## config.mk

```make
export PLATFORM = sky130hd
export DESIGN_NAME = pwrclk_mode_ctrl
export DESIGN_NICKNAME = d
export VERILOG_FILES = /design/src/rtl/pmc_pkg.sv /design/src/rtl/pmc_key_seq.sv /design/src/rtl/pmc_pwr_fsm.sv /design/src/rtl/pmc_pll_mon.sv /design/src/rtl/pwrclk_mode_ctrl.sv
export SDC_FILE = /design/constraint.sdc
export NUM_CORES = 1
export LEC_CHECK = 0
export BUFFER_PORTS_ARGS = -buffer_cell sky130_fd_sc_hd__clkbuf_2
export CAP_MARGIN = 20
export CORE_MARGIN = 2
export CORE_UTILIZATION = 47
export CTS_CLUSTER_SIZE = 16
export DETAILED_ROUTE_END_ITERATION = 8
export GPL_TIMING_DRIVEN = 0
export PLACE_DENSITY = 0.82
export SYNTH_ARGS = -nofsm -noshare
export SYNTH_HDL_FRONTEND = slang
export SYNTH_HIERARCHICAL = 1
export SYNTH_SLANG_ARGS = --single-unit
```

## constraint.sdc

```tcl
create_clock -name clk -period 0.91 [get_ports clk]
set_input_delay 0.0455 -clock clk [delete_from_list [all_inputs] [get_ports clk]]
set_output_delay 0.0455 -clock clk [all_outputs]
set_load 0.02 [all_outputs]
```

## src/rtl/pmc_pkg.sv

```systemverilog
package pmc_pkg;

  typedef enum logic [2:0] {
    PM_ACTIVE = 3'd0,
    PM_PAUSE  = 3'd1,
    PM_NAP    = 3'd2,
    PM_SLEEP  = 3'd3,
    PM_STOP   = 3'd4
  } pmode_e;

  typedef enum logic [1:0] {
    SEQ_IDLE   = 2'd0,
    SEQ_ARMED  = 2'd1,
    SEQ_LOADED = 2'd2
  } seq_state_e;

  // power-control field positions, decoded by the mode register
  localparam int MODE_LSB = 4;
  localparam int MODE_W   = 3;
  localparam int CD_LSB   = 0;
  localparam int CD_W     = 3;

  // clock-select codes
  localparam logic [7:0] SRC_CODE_PLL = 8'h01;
  localparam logic [7:0] SRC_CODE_EXT = 8'h03;

  // key values per protected register (index 0 clock select, 1 power control)
  function automatic logic [7:0] open_key(input int idx);
    return (idx == 0) ? 8'hAA : 8'h01;
  endfunction

  function automatic logic [7:0] close_key(input int idx);
    return (idx == 0) ? 8'h55 : 8'hF4;
  endfunction

  function automatic logic mode_legal(input logic [MODE_W-1:0] m);
    return (m <= MODE_W'(PM_STOP));
  endfunction

endpackage

```

## src/rtl/pmc_key_seq.sv

```systemverilog
module pmc_key_seq
  import pmc_pkg::*;
#(
  parameter int          ADDR_W    = 3,
  parameter int          DATA_W    = 8,
  parameter logic [ADDR_W-1:0] OPEN_ADDR  = '0,
  parameter logic [ADDR_W-1:0] DATA_ADDR  = '0,
  parameter logic [ADDR_W-1:0] CLOSE_ADDR = '0,
  parameter logic [DATA_W-1:0] OPEN_VAL   = '0,
  parameter logic [DATA_W-1:0] CLOSE_VAL  = '0
) (
  input  logic              clk,
  input  logic              rst_n,
  input  logic              wr_en,
  input  logic [ADDR_W-1:0] wr_addr,
  input  logic [DATA_W-1:0] wr_data,
  output logic              commit,
  output logic [DATA_W-1:0] held_data
);

  seq_state_e        state_q, state_d;
  logic [DATA_W-1:0] data_q, data_d;
  logic              open_hit, data_hit, close_hit;

  assign open_hit  = (wr_addr == OPEN_ADDR)  && (wr_data == OPEN_VAL);
  assign data_hit  = (wr_addr == DATA_ADDR)  && (state_q == SEQ_ARMED);
  assign close_hit = (wr_addr == CLOSE_ADDR) && (wr_data == CLOSE_VAL) &&
                     (state_q == SEQ_LOADED);

  always_comb begin
    state_d = state_q;
    data_d  = data_q;
    commit  = 1'b0;
    if (wr_en) begin
      if (open_hit) begin
        state_d = SEQ_ARMED;
      end else if (data_hit) begin
        state_d = SEQ_LOADED;
        data_d  = wr_data;
      end else if (close_hit) begin
        state_d = SEQ_IDLE;
        commit  = 1'b1;
      end else begin
        state_d = SEQ_IDLE;
      end
    end
  end

  always_ff @(posedge clk or negedge rst_n) begin
    if (!rst_n) begin
      state_q <= SEQ_IDLE;
      data_q  <= '0;
    end else begin
      state_q <= state_d;
      if (wr_en && data_hit) data_q <= data_d;
    end
  end

  assign held_data = data_q;

  // a write that is not the next expected step leaves the sequence idle
  assert_stray_aborts_R3: assert property (@(posedge clk) disable iff (!rst_n)
    (wr_en && !open_hit && !data_hit) |=> (state_q == SEQ_IDLE));

  // a commit is never issued in the cycle right after an abort
  assert_no_commit_from_idle_R1: assert property (@(posedge clk) disable iff (!rst_n)
    (state_q == SEQ_IDLE) |-> !commit);

endmodule

```

## src/rtl/pmc_pwr_fsm.sv

```systemverilog
module pmc_pwr_fsm
  import pmc_pkg::*;
#(
  parameter int              NIRQ     = 4,
  parameter logic [CD_W-1:0] RESET_CD = '0
) (
  input  logic              clk,
  input  logic              rst_n,
  input  logic              commit,
  input  logic [MODE_W-1:0] new_mode,
  input  logic [CD_W-1:0]   new_cd,
  input  logic [NIRQ-1:0]   irq_req,
  input  logic [NIRQ-1:0]   irq_mask,
  input  logic              ext_irq,
  output pmode_e            mode,
  output logic [CD_W-1:0]   cd,
  output logic              core_run,
  output logic              dom_on
);

  pmode_e          mode_q, mode_d;
  logic [CD_W-1:0] cd_q, cd_d;
  logic            wake_any;

  assign wake_any = (|(irq_req & irq_mask)) || ext_irq;

  always_comb begin
    mode_d = mode_q;
    cd_d   = cd_q;
    if (commit) begin
      cd_d = new_cd;
      if (mode_legal(new_mode)) mode_d = pmode_e'(new_mode);
    end else if (mode_q == PM_STOP) begin
      if (ext_irq) mode_d = PM_ACTIVE;
    end else if (mode_q != PM_ACTIVE) begin
      if (wake_any) mode_d = PM_ACTIVE;
    end
  end

  always_ff @(posedge clk or negedge rst_n) begin
    if (!rst_n) begin
      mode_q <= PM_ACTIVE;
      cd_q   <= RESET_CD;
    end else begin
      mode_q <= mode_d;
      if (commit) cd_q <= cd_d;
    end
  end

  assign mode     = mode_q;
  assign cd       = cd_q;
  assign core_run = (mode_q == PM_ACTIVE);
  assign dom_on   = (mode_q == PM_ACTIVE) || (mode_q == PM_PAUSE) ||
                    (mode_q == PM_NAP);

  assert_mode_legal_R6: assert property (@(posedge clk) disable iff (!rst_n)
    mode_legal(mode_q));

  assert_stop_needs_ext_R8: assert property (@(posedge clk) disable iff (!rst_n)
    ($past(mode_q) == PM_STOP && mode_q == PM_ACTIVE && !$past(commit))
      |-> $past(ext_irq));

  assert_wake_from_light_R8: assert property (@(posedge clk) disable iff (!rst_n)
    (mode_q != PM_ACTIVE && mode_q != PM_STOP && !commit &&
     (|(irq_req & irq_mask))) |=> (mode_q == PM_ACTIVE));

  assert_cd_only_on_commit_R2: assert property (@(posedge clk) disable iff (!rst_n)
    !$stable(cd_q) |-> $past(commit));

endmodule

```

## src/rtl/pmc_pll_mon.sv

```systemverilog
module pmc_pll_mon (
  input  logic clk,
  input  logic rst_n,
  input  logic pll_locked,
  input  logic pll_on,
  output logic relock_irq
);

  logic lost_q, lost_d;
  logic irq_q, irq_d;

  always_comb begin
    lost_d = lost_q;
    irq_d  = 1'b0;
    if (lost_q && pll_locked) begin
      lost_d = 1'b0;
      irq_d  = 1'b1;
    end else if (pll_on && !pll_locked) begin
      lost_d = 1'b1;
    end
  end

  always_ff @(posedge clk or negedge rst_n) begin
    if (!rst_n) begin
      lost_q <= 1'b0;
      irq_q  <= 1'b0;
    end else begin
      lost_q <= lost_d;
      irq_q  <= irq_d;
    end
  end

  assign relock_irq = irq_q;

  assert_irq_after_lock_R10: assert property (@(posedge clk) disable iff (!rst_n)
    irq_q |-> $past(pll_locked));

  assert_irq_single_R10: assert property (@(posedge clk) disable iff (!rst_n)
    irq_q |=> !irq_q);

endmodule

```

## src/rtl/pwrclk_mode_ctrl.sv

```systemverilog
module pwrclk_mode_ctrl
  import pmc_pkg::*;
#(
  parameter int ADDR_W = 3,
  parameter int DATA_W = 8,
  parameter int NIRQ   = 4,
  parameter logic [ADDR_W-1:0] CLK_OPEN_ADDR  = 3'd0,
  parameter logic [ADDR_W-1:0] CLK_DATA_ADDR  = 3'd1,
  parameter logic [ADDR_W-1:0] CLK_CLOSE_ADDR = 3'd2,
  parameter logic [ADDR_W-1:0] PWR_OPEN_ADDR  = 3'd4,
  parameter logic [ADDR_W-1:0] PWR_DATA_ADDR  = 3'd5,
  parameter logic [ADDR_W-1:0] PWR_CLOSE_ADDR = 3'd6,
  parameter logic [2:0]        RESET_CD       = 3'd0
) (
  input  logic              clk,
  input  logic              rst_n,
  input  logic              wr_en,
  input  logic [ADDR_W-1:0] wr_addr,
  input  logic [DATA_W-1:0] wr_data,
  input  logic [NIRQ-1:0]   irq_req,
  input  logic [NIRQ-1:0]   irq_mask,
  input  logic              ext_irq,
  input  logic              pll_locked,
  output logic              core_clk_en,
  output logic [2:0]        clk_div,
  output logic              clk_src_ext,
  output logic              periph_en,
  output logic              pll_en,
  output logic [2:0]        pwr_mode,
  output logic              pll_irq
);

  localparam int NSEQ    = 2;
  localparam int SEQ_CLK = 0;
  localparam int SEQ_PWR = 1;

  // reset: asynchronous assert, synchronous release
  logic [1:0] rst_pipe_q;
  logic       rst_n_s;

  always_ff @(posedge clk or negedge rst_n) begin
    if (!rst_n) rst_pipe_q <= 2'b00;
    else        rst_pipe_q <= {rst_pipe_q[0], 1'b1};
  end
  assign rst_n_s = rst_pipe_q[1];

  logic [NSEQ-1:0] seq_commit;
  logic [DATA_W-1:0] seq_data [NSEQ];

  for (genvar g = 0; g < NSEQ; g++) begin : g_seq
    pmc_key_seq #(
      .ADDR_W    (ADDR_W),
      .DATA_W    (DATA_W),
      .OPEN_ADDR (g == SEQ_CLK ? CLK_OPEN_ADDR  : PWR_OPEN_ADDR),
      .DATA_ADDR (g == SEQ_CLK ? CLK_DATA_ADDR  : PWR_DATA_ADDR),
      .CLOSE_ADDR(g == SEQ_CLK ? CLK_CLOSE_ADDR : PWR_CLOSE_ADDR),
      .OPEN_VAL  (DATA_W'(open_key(g))),
      .CLOSE_VAL (DATA_W'(close_key(g)))
    ) u_seq (
      .clk      (clk),
      .rst_n    (rst_n_s),
      .wr_en    (wr_en),
      .wr_addr  (wr_addr),
      .wr_data  (wr_data),
      .commit   (seq_commit[g]),
      .held_data(seq_data[g])
    );
  end

  // clock source register
  logic src_ext_q, src_ext_d;
  logic [DATA_W-1:0] src_word;

  assign src_word = seq_data[SEQ_CLK];

  always_comb begin
    src_ext_d = src_ext_q;
    if (seq_commit[SEQ_CLK]) begin
      if (src_word == DATA_W'(SRC_CODE_PLL))      src_ext_d = 1'b0;
      else if (src_word == DATA_W'(SRC_CODE_EXT)) src_ext_d = 1'b1;
    end
  end

  always_ff @(posedge clk or negedge rst_n_s) begin
    if (!rst_n_s)               src_ext_q <= 1'b0;
    else if (seq_commit[SEQ_CLK]) src_ext_q <= src_ext_d;
  end

  // power mode and divider
  logic [DATA_W-1:0] pwr_word;
  logic              unused_pwr_bits;
  pmode_e            mode;
  logic              core_run, dom_on;

  assign pwr_word        = seq_data[SEQ_PWR];
  assign unused_pwr_bits = ^{pwr_word[DATA_W-1:MODE_LSB+MODE_W], pwr_word[CD_LSB+CD_W]};

  pmc_pwr_fsm #(
    .NIRQ    (NIRQ),
    .RESET_CD(RESET_CD)
  ) u_fsm (
    .clk     (clk),
    .rst_n   (rst_n_s),
    .commit  (seq_commit[SEQ_PWR]),
    .new_mode(pwr_word[MODE_LSB +: MODE_W]),
    .new_cd  (pwr_word[CD_LSB +: CD_W]),
    .irq_req (irq_req),
    .irq_mask(irq_mask),
    .ext_irq (ext_irq),
    .mode    (mode),
    .cd      (clk_div),
    .core_run(core_run),
    .dom_on  (dom_on)
  );

  pmc_pll_mon u_pll (
    .clk       (clk),
    .rst_n     (rst_n_s),
    .pll_locked(pll_locked),
    .pll_on    (dom_on),
    .relock_irq(pll_irq)
  );

  assign core_clk_en = core_run && (src_ext_q || pll_locked);
  assign periph_en   = dom_on;
  assign pll_en      = dom_on;
  assign clk_src_ext = src_ext_q;
  assign pwr_mode    = mode;

  assert_src_only_on_commit_R1: assert property (@(posedge clk) disable iff (!rst_n_s)
    !$stable(src_ext_q) |-> $past(seq_commit[SEQ_CLK]));

  assert_gate_on_unlock_R9: assert property (@(posedge clk) disable iff (!rst_n_s)
    (!pll_locked && !clk_src_ext) |-> !core_clk_en);

  assert_core_off_low_power_R7: assert property (@(posedge clk) disable iff (!rst_n_s)
    (pwr_mode != 3'd0) |-> !core_clk_en);

  assert_deep_domains_off_R7: assert property (@(posedge clk) disable iff (!rst_n_s)
    (pwr_mode == 3'd3 || pwr_mode == 3'd4) |-> (!periph_en && !pll_en));

endmodule

```

==> results of run 1 <==
-- flip-flops by register name (all words and copies together), names as in the netlist --
register / count
clk_src_ext: 1
g_seq.u_seq/held_data: 14
g_seq.u_seq/state_q: 4
rst_pipe_q: 2
u_fsm/cd: 3
u_fsm/mode: 3
u_pll/lost_q: 1
u_pll/relock_irq: 1
-- power groups by stage --
stage	registers, W	logic [W]	clock network [W]
2_1_floorplan	0.00135	0.0000483	0
3_3_place_gp	0.00135	0.000140	0
3_5_place_dp	0.00136	0.000145	0
4_1_cts	0.00133	0.000164	0.000918
5_1_grt	0.00132	0.000228	0.000960
6_report	0.00131	0.000209	0.000882
-- worst max path at each step --
| stage | start | to | cells past startpoint |
|---|---|---|---|
| global route | g_seq[0].u_seq/state_q[0] | clk_src_ext | 5 |
| CTS | g_seq[0].u_seq/state_q[0] | clk_src_ext | 5 |
| detailed placement | wr_addr[0] | u_fsm/mode[2] | 6 |
| global placement | wr_addr[0] | u_fsm/mode[2] | 7 |
| finish | g_seq[0].u_seq/state_q[0] | clk_src_ext | 5 |
| floorplan | wr_addr[0] | u_fsm/mode[2] | 6 |
-- area by class of cell --
type / instances / area [um^2] / area share
Clock inverter: 1 / 5.00 / 0.00251
Buffer: 3 / 30.0 / 0.0150
Sequential cell: 29 / 728 / 0.365
Clock buffer: 7 / 65.1 / 0.0326
Tap cell: 31 / 38.8 / 0.0194
Multi-Input combinational cell: 68 / 676 / 0.339
Timing Repair Buffer: 52 / 438 / 0.219
Inverter: 4 / 15.0 / 0.00752
-- cell usage in the layout (no fill, tap or decap), types with 2 or more instances in the layout --
master and instances:
nand2_1 4, dfrtp_2 2, inv_1 4, mux2_2 7, nor4_1 3, nand4_1 3
a21oi_1 2, clkbuf_8 3, buf_8 3, o21ai_1 2, nand3b_4 2, dlygate4sd3_1 3
nor2_1 3, o2bb2ai_2 2, buf_6 13, nand4b_1 2, clkbuf_4 5, dfrtp_1 27
mux2_4 10, clkbuf_2 25, buf_4 8, nor4bb_1 4
-- metrics by stage --
stage	total power [W]	setup TNS (ns)	worst slack (ns)
finish	0.00240	-13.41	-0.830
global route	0.00250	-15.04	-0.942
global placement	0.00150	-16.83	-0.889
CTS	0.00241	-19.63	-0.824
detailed placement	0.00150	-19.04	-0.918
floorplan	0.00140	-9.00	-0.624
-- routing by layer --
| metal | wire, um | share of wire |
|---|---|---|
| met1 | 1310 | 0.41 |
| met2 | 1660 | 0.52 |
| met3 | 215 | 0.067 |
| met4 | 31 | 0.0096 |
| met5 | 0 | 0 |
-- repair_timing --
item | 4_1_cts | 5_1_grt
cloned | 1 | 0
hold buffers | 3 | 0
hold endpoints to repair | 6 | 0
setup buffers | 5 | 9
gates resized for setup | 18 | 29
pin swaps | 6 | 8
endpoints found under the setup margin | 61 | 35
==> impl_results.md, run 1 <==
* Status: finished with violations
* Failing checks: setup timing
* Met3 usage at 0.0726
* 1st-iter DRT viols at 27
* Clk pin slew, worst setup/hold paths at 0.09 ns
* Worst reg2reg setup slack at -0.83 ns
* Leak Pwr at around 0.99 nW
* Bufs and invs on worst path at 0
* Final hold slack at 0.0290 ns
* Height of the die at roughly 57 um
* Psw at 0.000551 W
* # clock sinks at 29
* Dpl cells at 168
* Most frequent CP cell: nand4_1
* Post-Layout Cell Count at 195
* Max cap viols at 0
* Post-Syn Instances at 103
* Cell class contributing the biggest share of worst-path delay: simple AND/OR/NAND/NOR gates
* Top achievable clock speed at roughly 570 MHz
* Met1 track demand over resource at 0.242
* Largest stage delay on the critical path at 0.41 ns
* Synth warn at 6
* Core Box Area at 0.00271 mm^2
* Crit-path max FO at 3
* PortBufs at 34
* Unrepaired setup endpoints after global routing: yes
* Hold Vio Cnt, Final at 0
* Starting Density at 0.490
* Boundary Pins at 35
* Final HPWL DP at 1970 um
* Number of global-route vias before repair at 1037
* Synthesis-to-finish area growth at 50.3%
* Slowest CP cell: dfrtp_1
* Met2 usage at 0.312
* Htree depth at 2
* Crit-path cells: nor4bb_2 > nand4_1 > nor4bb_1 > nand4_1 > mux2_1
* DR WL/cell at 16.5 um
* Global-route usage over all layers at 0.197
* TritonCTS Buffers at 5
* GP Congestion at 0.869
* Final Slew Violations at 0
* Final #Nets at between 150 and 200
* Skew-Pair Late Insertion Delay at 0.32 ns
* Post-route core utilization at 0.736
* Grt total ovfl at 0
* Final period util at 1.91
* Via Count at 1112
* Worst R2R Path Depth at 5
* Final min period at 1.74 ns
* Antenna cells at 0
* Final ANT Viol Nets at 0
* Placed cell areas at 0.00157 mm^2
* Fraction of layout cells with a size suffix above 1 at 0.585
* Syn_nets at 127
* Avg Cell Area, Syn at 12.9 um^2
* Combinational power share at 0.087
* First-pass GRT wire length at about 4800 um
* Reg2reg start: g_seq[0].u_seq/state_q[0]
* Clk pwr share at 0.367
* Via density at 5.70
* Sw Ratio at 0.229
* Initial antenna violation count at 0
* Num rows at 19
* Fillcell total at 199
* Hold crit path type: in2async
* Finished Cell Area at 0.00200 mm^2
* Sequential share of power at 0.547
* Setup crit start kind: flop
* Worst vdd ir at 1.16 mV
* Final setup margin at -0.830 ns
* RR Endpoint: clk_src_ext
* Pint at 0.00185 W
* 1st-pass router iterations at 5
* Die width at 57.1 um
* Setup-failing EPs final at 32
* Setup CP Type: reg2reg
* Top Usage Layer GRT: met2
* Clock Skew at about 0.0043 ns
* Setup crit end kind: flop
* Largest net degree at the start of global routing at 28
* CTS tree: yes
* DRC viols at 0
* Power Dens Cells at between 1000 and 1500 mW/mm^2
* Die ar. at 0.00327 mm^2
* Root buf cell: clkbuf_4
* Crit path DAT at 1.95 ns
* Post-Route WL at about 3200 um
* Max Root-Sink Buffers at 2
* Synth Cell Area at 0.00133 mm^2
* CP required at 1.12 ns
Power figures use the tool's default switching activity.
==> run 2, diff against run 1 <==
--- a/config.mk
+++ b/config.mk
@@ -5,10 +5,11 @@
 export SDC_FILE = /design/constraint.sdc
 export NUM_CORES = 1
 export LEC_CHECK = 0
+export ABC_AREA = 1
 export BUFFER_PORTS_ARGS = -buffer_cell sky130_fd_sc_hd__clkbuf_2
 export CAP_MARGIN = 20
 export CORE_MARGIN = 2
-export CORE_UTILIZATION = 47
+export CORE_UTILIZATION = 49
 export CTS_CLUSTER_SIZE = 16
 export DETAILED_ROUTE_END_ITERATION = 8
 export GPL_TIMING_DRIVEN = 0
==> run 2 against run 1 <==
Compared with the run above: the run ends with hold timing, setup timing left; area after synthesis is 23% higher; via count up 41%; die area increased by 17%; first-iteration DRC count is 100% higher; clock skew up 0.0023 ns; critical path type unchanged.
==> impl_results.md, run 2 <==
* Status: finished with violations
* Failing checks: hold timing, setup timing
* Grt total ovfl at 0 (unchanged)
* Max cap viols at 0 (unchanged)
* Setup CP Type: reg2reg
* Root buf cell: clkbuf_4
* Hold Vio Cnt, Final at 1 (+1)
* Most common cell after layout, fill and taps aside: nand2_1
* 1st-iter DRT viols at 55 (+100%)
* Initial antenna violation count at 0 (unchanged)
* Final hold slack at -0.00271 ns (-0.0317 ns)
* GP Congestion at 0.872 (+0.35%)
* Reg area at 729 um^2 (+0.17%)
* Max reg flops at 14 (unchanged)
* Leak Pwr at 1.28 nW (+30%)
* Most frequent cells in the layout: nand2_1, inv_1, dfrtp_1, clkbuf_2, nor2_1
* Crit path DAT at 1.78 ns (-0.17 ns)
* Antenna cells at 0 (unchanged)
* Largest net degree at the start of global routing at 28 (unchanged)
* Final period util at 1.71 (-0.207)
* Htree depth at 2 (unchanged)
* Placed cell areas at 0.00188 mm^2 (+20%)
* Boundary Pins at 35 (unchanged)
* Post-Syn Instances at 224 (+120%)
* Hold Startpoint: wr_data[0]
* Hold crit path type: in2reg
* Finished Cell Area at 0.00230 mm^2 (+15%)
* Avg Cell Area, Syn at 7.30 um^2 (-43%)
* Bufs and invs on worst path at 2 (+2)
* Worst Hold End: g_seq[1].u_seq/held_data[0]
* Max Root-Sink Buffers at 2 (unchanged)
* Clk pin slew, worst setup/hold paths at 0.10 ns (about the same)
* Synth Cell Area at 0.00164 mm^2 (+23%)
* Via Count at 1567 (+41%)
* Final setup margin at -0.642 ns (+0.188 ns)
* Die width at 61.8 um (+8.1%)
* Power Dens Cells at 1020 mW/mm^2 (-16%)
* Pre-CTS setup slack at -0.702 ns (+0.215 ns)
* Fraction of layout cells with a size suffix above 1 at 0.392 (-0.193)
* Unrepaired setup endpoints after global routing: yes
* 1st-pass router iterations at 4 (-1)
* Height of the die at 61.8 um (+8.1%)
* Final min period at 1.55 ns (-0.188 ns)
* PortBufs at 34 (unchanged)
* DR WL/cell at 11.3 um (-32%)
* Worst reg2reg setup slack at -0.64 ns (+0.19 ns)
* Synthesis-to-finish area growth at 40.4%
* Number of global-route vias before repair at 1432 (+38%)
* Final Slew Violations at 0 (unchanged)
* CTS tree: yes
* Top achievable clock speed at 644 MHz (+12%)
* Final HPWL DP at 2500 um (+27%)
* Area of the multi-input gates at 800 um^2 (+18%)
* Most frequent CP cell: nand2_1
* Global-route usage over all layers at 0.210 (+0.0127)
* Synth warn at 6 (unchanged)
* Setup crit end kind: flop
* Via density at 4.72 (-17%)
* Hold Path Stages at 3
* Final ANT Viol Nets at 0 (unchanged)
* Crit-path max FO at 7 (+4)
* Worst vdd ir at 0.639 mV (-45%)
* Crit-path cells: nand3b_1 > nor2_1 > nand2_1 > nor2_2 > buf_6 > nor2_2 > nand3_1 > nand2_1 > inv_2 > nand3_4 > nand2_2 > nand2_1
* Fillcell total at 249 (+25%)
* Clock Skew at 0.00660 ns (+0.00233 ns)
* Power Total at 0.00234 W (-2.9%)
* DRC viols at 0 (unchanged)
* Setup TNS at -8.70 ns (+4.71 ns)
* Cell class contributing the biggest share of worst-path delay: simple AND/OR/NAND/NOR gates
* Slowest CP cell: dfrtp_1
* Syn_nets at 248 (+95%)
* Core Box Area at 0.00310 mm^2 (+14%)
* Die ar. at 0.00382 mm^2 (+17%)
* Largest stage delay on the critical path at 0.38 ns (-0.03 ns)
* First-pass GRT wire length at 5830 um (+22%)
* Num rows at 20 (+1)
* Post-Route WL at 3750 um (+16%)
* Starting Density at 0.527 (+0.0372)
* Slew @ Worst Pin at slightly above 0.6 ns
* TritonCTS Buffers at 5 (unchanged)
* # clock sinks at 29 (unchanged)
* Setup crit start kind: flop
* Final #Nets at 311 (+66%)
* Skew-Pair Late Insertion Delay at 0.33 ns (about the same)
* CP required at 1.14 ns (+0.02 ns)
* Reg2reg start: g_seq[1].u_seq/state_q[0]
* Worst slew margin at 0.589
* RR Endpoint: u_fsm/mode[0]
* Worst R2R Path Depth at 12 (+7)
* Setup-failing EPs final at 34 (+6.3%)
-- run 2: cell count changes in the layout (fill, tap and decap cells not counted), sizes merged, moves of 6 or more --
cell	change
nor2	+22
inv	+38
nand4	+6
mux2	-18
nand2	+80
nand3	+14
-- run 2: cell type report --
type | instances | share of cell area
clock buffers | 5 | 0.0163
multi-input cells | 150 | 0.348
well taps | 44 | 0.0240
plain buffers | 3 | 0.0163
inverters | 42 | 0.0698
clock inverters | 3 | 0.00763
repair buffers | 56 | 0.200
flip-flops and latches | 29 | 0.318
-- run 2: power breakdown --
group / total [W] / internal [W] / leakage, nW / switching (W)
Sequential: 0.00132 / 0.00130 / 0.386 / 0.0000199
Combinational: 0.000241 / 0.0000928 / 0.867 / 0.000148
Clock: 0.000773 / 0.000291 / 0.0310 / 0.000482
-- run 2: stage by stage --
step	utilization	hold slack [ns]	cells
final	0.740	-0.00271	332
after detailed placement	0.607	-0.167	302
after global placement	0.607	-0.167	302
after CTS	0.692	0.00292	326
after floorplan	-	-0.250	224
after global routing	0.740	0.00346	332
-- run 2: worst reg2reg max path: cells and delay by family (launching register included) --
kind	cells	cell delay, ns
simple gates	10	0.81
flops	1	0.38
buf+inv	2	0.25
-- run 2: repair_timing --
| item | CTS | global route |
|---|---|---|
| gates resized for setup | 22 | 37 |
| hold endpoints to repair | 5 | 2 |
| gates cloned | 0 | 0 |
| pin swaps | 5 | 3 |
| setup endpoints to repair | 60 | 46 |
| hold buffers | 3 | 1 |
| setup buffers | 13 | 4 |
-- run 2: metal layers --
| metal | global-route usage | share of wire |
|---|---|---|
| met1 | 0.255 | 0.41 |
| met2 | 0.370 | 0.51 |
| met3 | 0.0497 | 0.068 |
| met4 | 0.0638 | 0.011 |
| met5 | 0 | 0 |
-- run 2: worst max-delay path by stage --
stage	from	to	slack, ns	cells after the start
after floorplan	g_seq[1].u_seq/state_q[0]	u_fsm/mode[2]	-0.50	12
after global placement	g_seq[1].u_seq/state_q[0]	u_fsm/mode[1]	-0.64	10
after detailed placement	g_seq[1].u_seq/state_q[0]	u_fsm/mode[0]	-0.70	10
after CTS	g_seq[1].u_seq/state_q[0]	u_fsm/mode[0]	-0.63	12
after global routing	g_seq[1].u_seq/state_q[0]	u_fsm/mode[0]	-0.71	12
final	g_seq[1].u_seq/state_q[0]	u_fsm/mode[0]	-0.64	12
==> run 3, diff against run 2 <==
--- a/config.mk
+++ b/config.mk
@@ -9,11 +9,11 @@
 export BUFFER_PORTS_ARGS = -buffer_cell sky130_fd_sc_hd__clkbuf_2
 export CAP_MARGIN = 20
 export CORE_MARGIN = 2
-export CORE_UTILIZATION = 49
+export CORE_UTILIZATION = 50
 export CTS_CLUSTER_SIZE = 16
 export DETAILED_ROUTE_END_ITERATION = 8
 export GPL_TIMING_DRIVEN = 0
-export PLACE_DENSITY = 0.82
+export PLACE_DENSITY = 0.81
 export SYNTH_ARGS = -nofsm -noshare
 export SYNTH_HDL_FRONTEND = slang
 export SYNTH_HIERARCHICAL = 1
==> constraint.sdc (replaced) <==
create_clock -name clk -period 1.84 [get_ports clk]
set_input_delay 0.092 -clock clk [delete_from_list [all_inputs] [get_ports clk]]
set_output_delay 0.092 -clock clk [all_outputs]
set_load 0.02 [all_outputs]
==> run 3 against run 2 <==
Compared with the run above: the run now ends clean; first-iteration DRC count is 1.8% higher; routed wire length is 17% lower; sequential power is 51% lower; global-route usage is 1.4 points lower; total power is 52% lower; hold slack better by 0.043 ns; register-to-register slack better by 0.81 ns; worst setup slack better by 0.81 ns; final cell count is 5.7% lower; die area is 1.9% lower; clock skew is 0.0030 ns higher; critical endpoint unchanged.
==> impl_results.md, run 3 (synthesis results as in run 2) <==
* Status: completed
* Number of global-route vias before repair at 1317 (-8.0%)
* Final Slew Violations at 0 (unchanged)
* Crit-path max FO at 9 (+2)
* Worst vdd ir at 0.326 mV (-49%)
* Antenna cells at 0 (unchanged)
* Initial antenna violation count at 0 (unchanged)
* Sw Ratio at 0.265 (-0.0138)
* Hold Vio Cnt, Final at 0 (-1)
* PortBufs at 34 (unchanged)
* Setup TNS at 0 ns (+8.70 ns)
* Critical Path Source: g_seq[1].u_seq/state_q[0]
* Max Root-Sink Buffers at 2 (unchanged)
* Via Count at 1442 (-8.0%)
* Final min period at 1.67 ns (+0.118 ns)
* Hold Startpoint: wr_data[3]
* Root buf cell: clkbuf_4
* Max reg flops at 14 (unchanged)
* Fillcell total at 279 (+12%)
* Synthesis-to-finish area growth at 19.1%
* Global-route usage over all layers at 0.196 (-0.0142)
* Crit path DAT at 1.90 ns (+0.12 ns)
* Most common cell after layout, fill and taps aside: nand2_1
* Boundary Pins at 35 (unchanged)
* Post-cts sizing count at 0 (-100%)
* Worst slew margin at 0.604 (+0.0148)
* Largest net degree at the start of global routing at 28 (unchanged)
* Pint at 0.000829 W (-51%)
* Final HPWL DP at 2350 um (-5.9%)
* Setup crit end kind: flop
* # clock sinks at 29 (unchanged)
* CP required at 2.07 ns (+0.93 ns)
* Via density at 4.61 (-2.4%)
* Final ANT Viol Nets at 0 (unchanged)
* Power Total at 0.00113 W (-52%)
* CTS tree: yes
* Leak Pwr at 1.15 nW (-11%)
* DR WL/cell at 9.94 um (-12%)
* Setup crit start kind: flop
* 1st-pass router iterations at 4 (unchanged)
* Max cap viols at 0 (unchanged)
* Reg2reg start: g_seq[1].u_seq/state_q[0]
* Setup-failing EPs final at 0 (-100%)
* Die width at 61.2 um (-0.94%)
* First-pass GRT wire length at 5290 um (-9.2%)
* 1st-iter DRT viols at 56 (+1.8%)
* Most frequent cells in the layout: nand2_1, inv_1, clkbuf_2, dfrtp_1, nor2_1
* Final #Nets at 292 (-6.1%)
* Height of the die at 61.2 um (-0.94%)
* Top achievable clock speed at 599 MHz (-7.0%)
* Skew-Pair Late Insertion Delay at 0.33 ns (about the same)
* Clock Skew at 0.00961 ns (+0.00301 ns)
* Setup CP Type: reg2reg
* TritonCTS Buffers at 5 (unchanged)
* Sequential share of power at 0.578 (+0.012)
* Grt total ovfl at 0 (unchanged)
* Hold_buf cts at 2 (-1)
* Post-CTS Setup Bufs at 0 (-13)
* GP Congestion at 0.832 (-4.6%)
* Power Dens Cells at 579 mW/mm^2 (-43%)
* Die ar. at 0.00374 mm^2 (-1.9%)
* Combinational power share at 0.097 (-0.006)
* Clk pin slew, worst setup/hold paths at 0.09 ns (about the same)
* Htree depth at 2 (unchanged)
* Psw at 0.000298 W (-54%)
* Unrepaired setup endpoints after global routing: no
* Starting Density at 0.531 (+0.00428)
* Post-Route WL at 3110 um (-17%)
* Fraction of layout cells with a size suffix above 1 at 0.249 (-0.143)
* Core Box Area at 0.00308 mm^2 (-0.81%)
* Slew @ Worst Pin at 0.594 ns (-0.0221 ns)
* Num rows at 20 (unchanged)
* Hold crit path type: in2reg
* Clk pwr share at 0.324 (-0.007)
* Final period util at 0.907 (-0.798)
* DRC viols at 0 (unchanged)
[run 3: final timing paths]
check	cells past startpoint	slack (ns)	endpoint
max	10	0.17	u_fsm/mode[0]
min	3	0.04	g_seq[0].u_seq/held_data[3]
max reg2reg	10	0.17	u_fsm/mode[0]
min reg2reg	0	0.25	u_pll/relock_irq
max in group asynchronous	1	1.09	g_seq[1].u_seq/state_q[0]
min in group asynchronous	2	0.08	rst_pipe_q[0]
[run 3: metrics by stage]
stage / worst slack (ns) / cells / cell area (um^2) / util / hold slack [ns]
finish: 0.170 / 313 / 1950 / 0.633 / 0.0401
CTS: 0.183 / 312 / 1930 / 0.628 / 0.0250
global route: 0.00323 / 313 / 1950 / 0.633 / 0.0297
detailed placement: 0.199 / 302 / 1860 / 0.604 / -0.119
floorplan: 0.384 / 224 / 1640 / - / -0.204
global placement: 0.236 / 302 / 1860 / 0.604 / -0.121
[run 3: worst max-delay path, cell delays in order (launching register included)]
cell      delay [ns]
dfrtp_1         0.40
nand3b_1        0.16
nor2_1          0.11
nand2_1         0.06
nor2_1          0.17
buf_6           0.17
inv_1           0.08
nand3b_1        0.18
nand3_2         0.13
nand2_1         0.08
nand2_1         0.05
[run 3: layer usage]
layer  vias up  share of wire  routed length (um)  global-route usage
met5         -              0                   0                   0
met2        47           0.46                1420               0.336
met3         7          0.065                 201              0.0567
li1        771              -                   -                   -
met4         0          0.014                  42              0.0807
met1       617           0.47                1450               0.229
[run 3: power groups by stage]
| stage | sequential [W] | combinational (W) | clock, W |
|---|---|---|---|
| floorplan | 0.000668 | 0.0000467 | 0 |
| global route | 0.000655 | 0.000125 | 0.000411 |
| global placement | 0.000670 | 0.0000958 | 0 |
| CTS | 0.000658 | 0.000102 | 0.000389 |
| detailed placement | 0.000671 | 0.0000979 | 0 |
| finish | 0.000652 | 0.000110 | 0.000365 |
[run 3: layout make-up]
class                           instances  area [um^2]  area share
Clock inverter                          2         10.0     0.00514
Clock buffer                            6         41.3      0.0212
Tap cell                               44         55.1      0.0283
Timing Repair Buffer                   37          205       0.105
Sequential cell                        29          726       0.373
Multi-Input combinational cell        150          722       0.371
Inverter                               42          158      0.0810
Buffer                                  3         30.0      0.0154
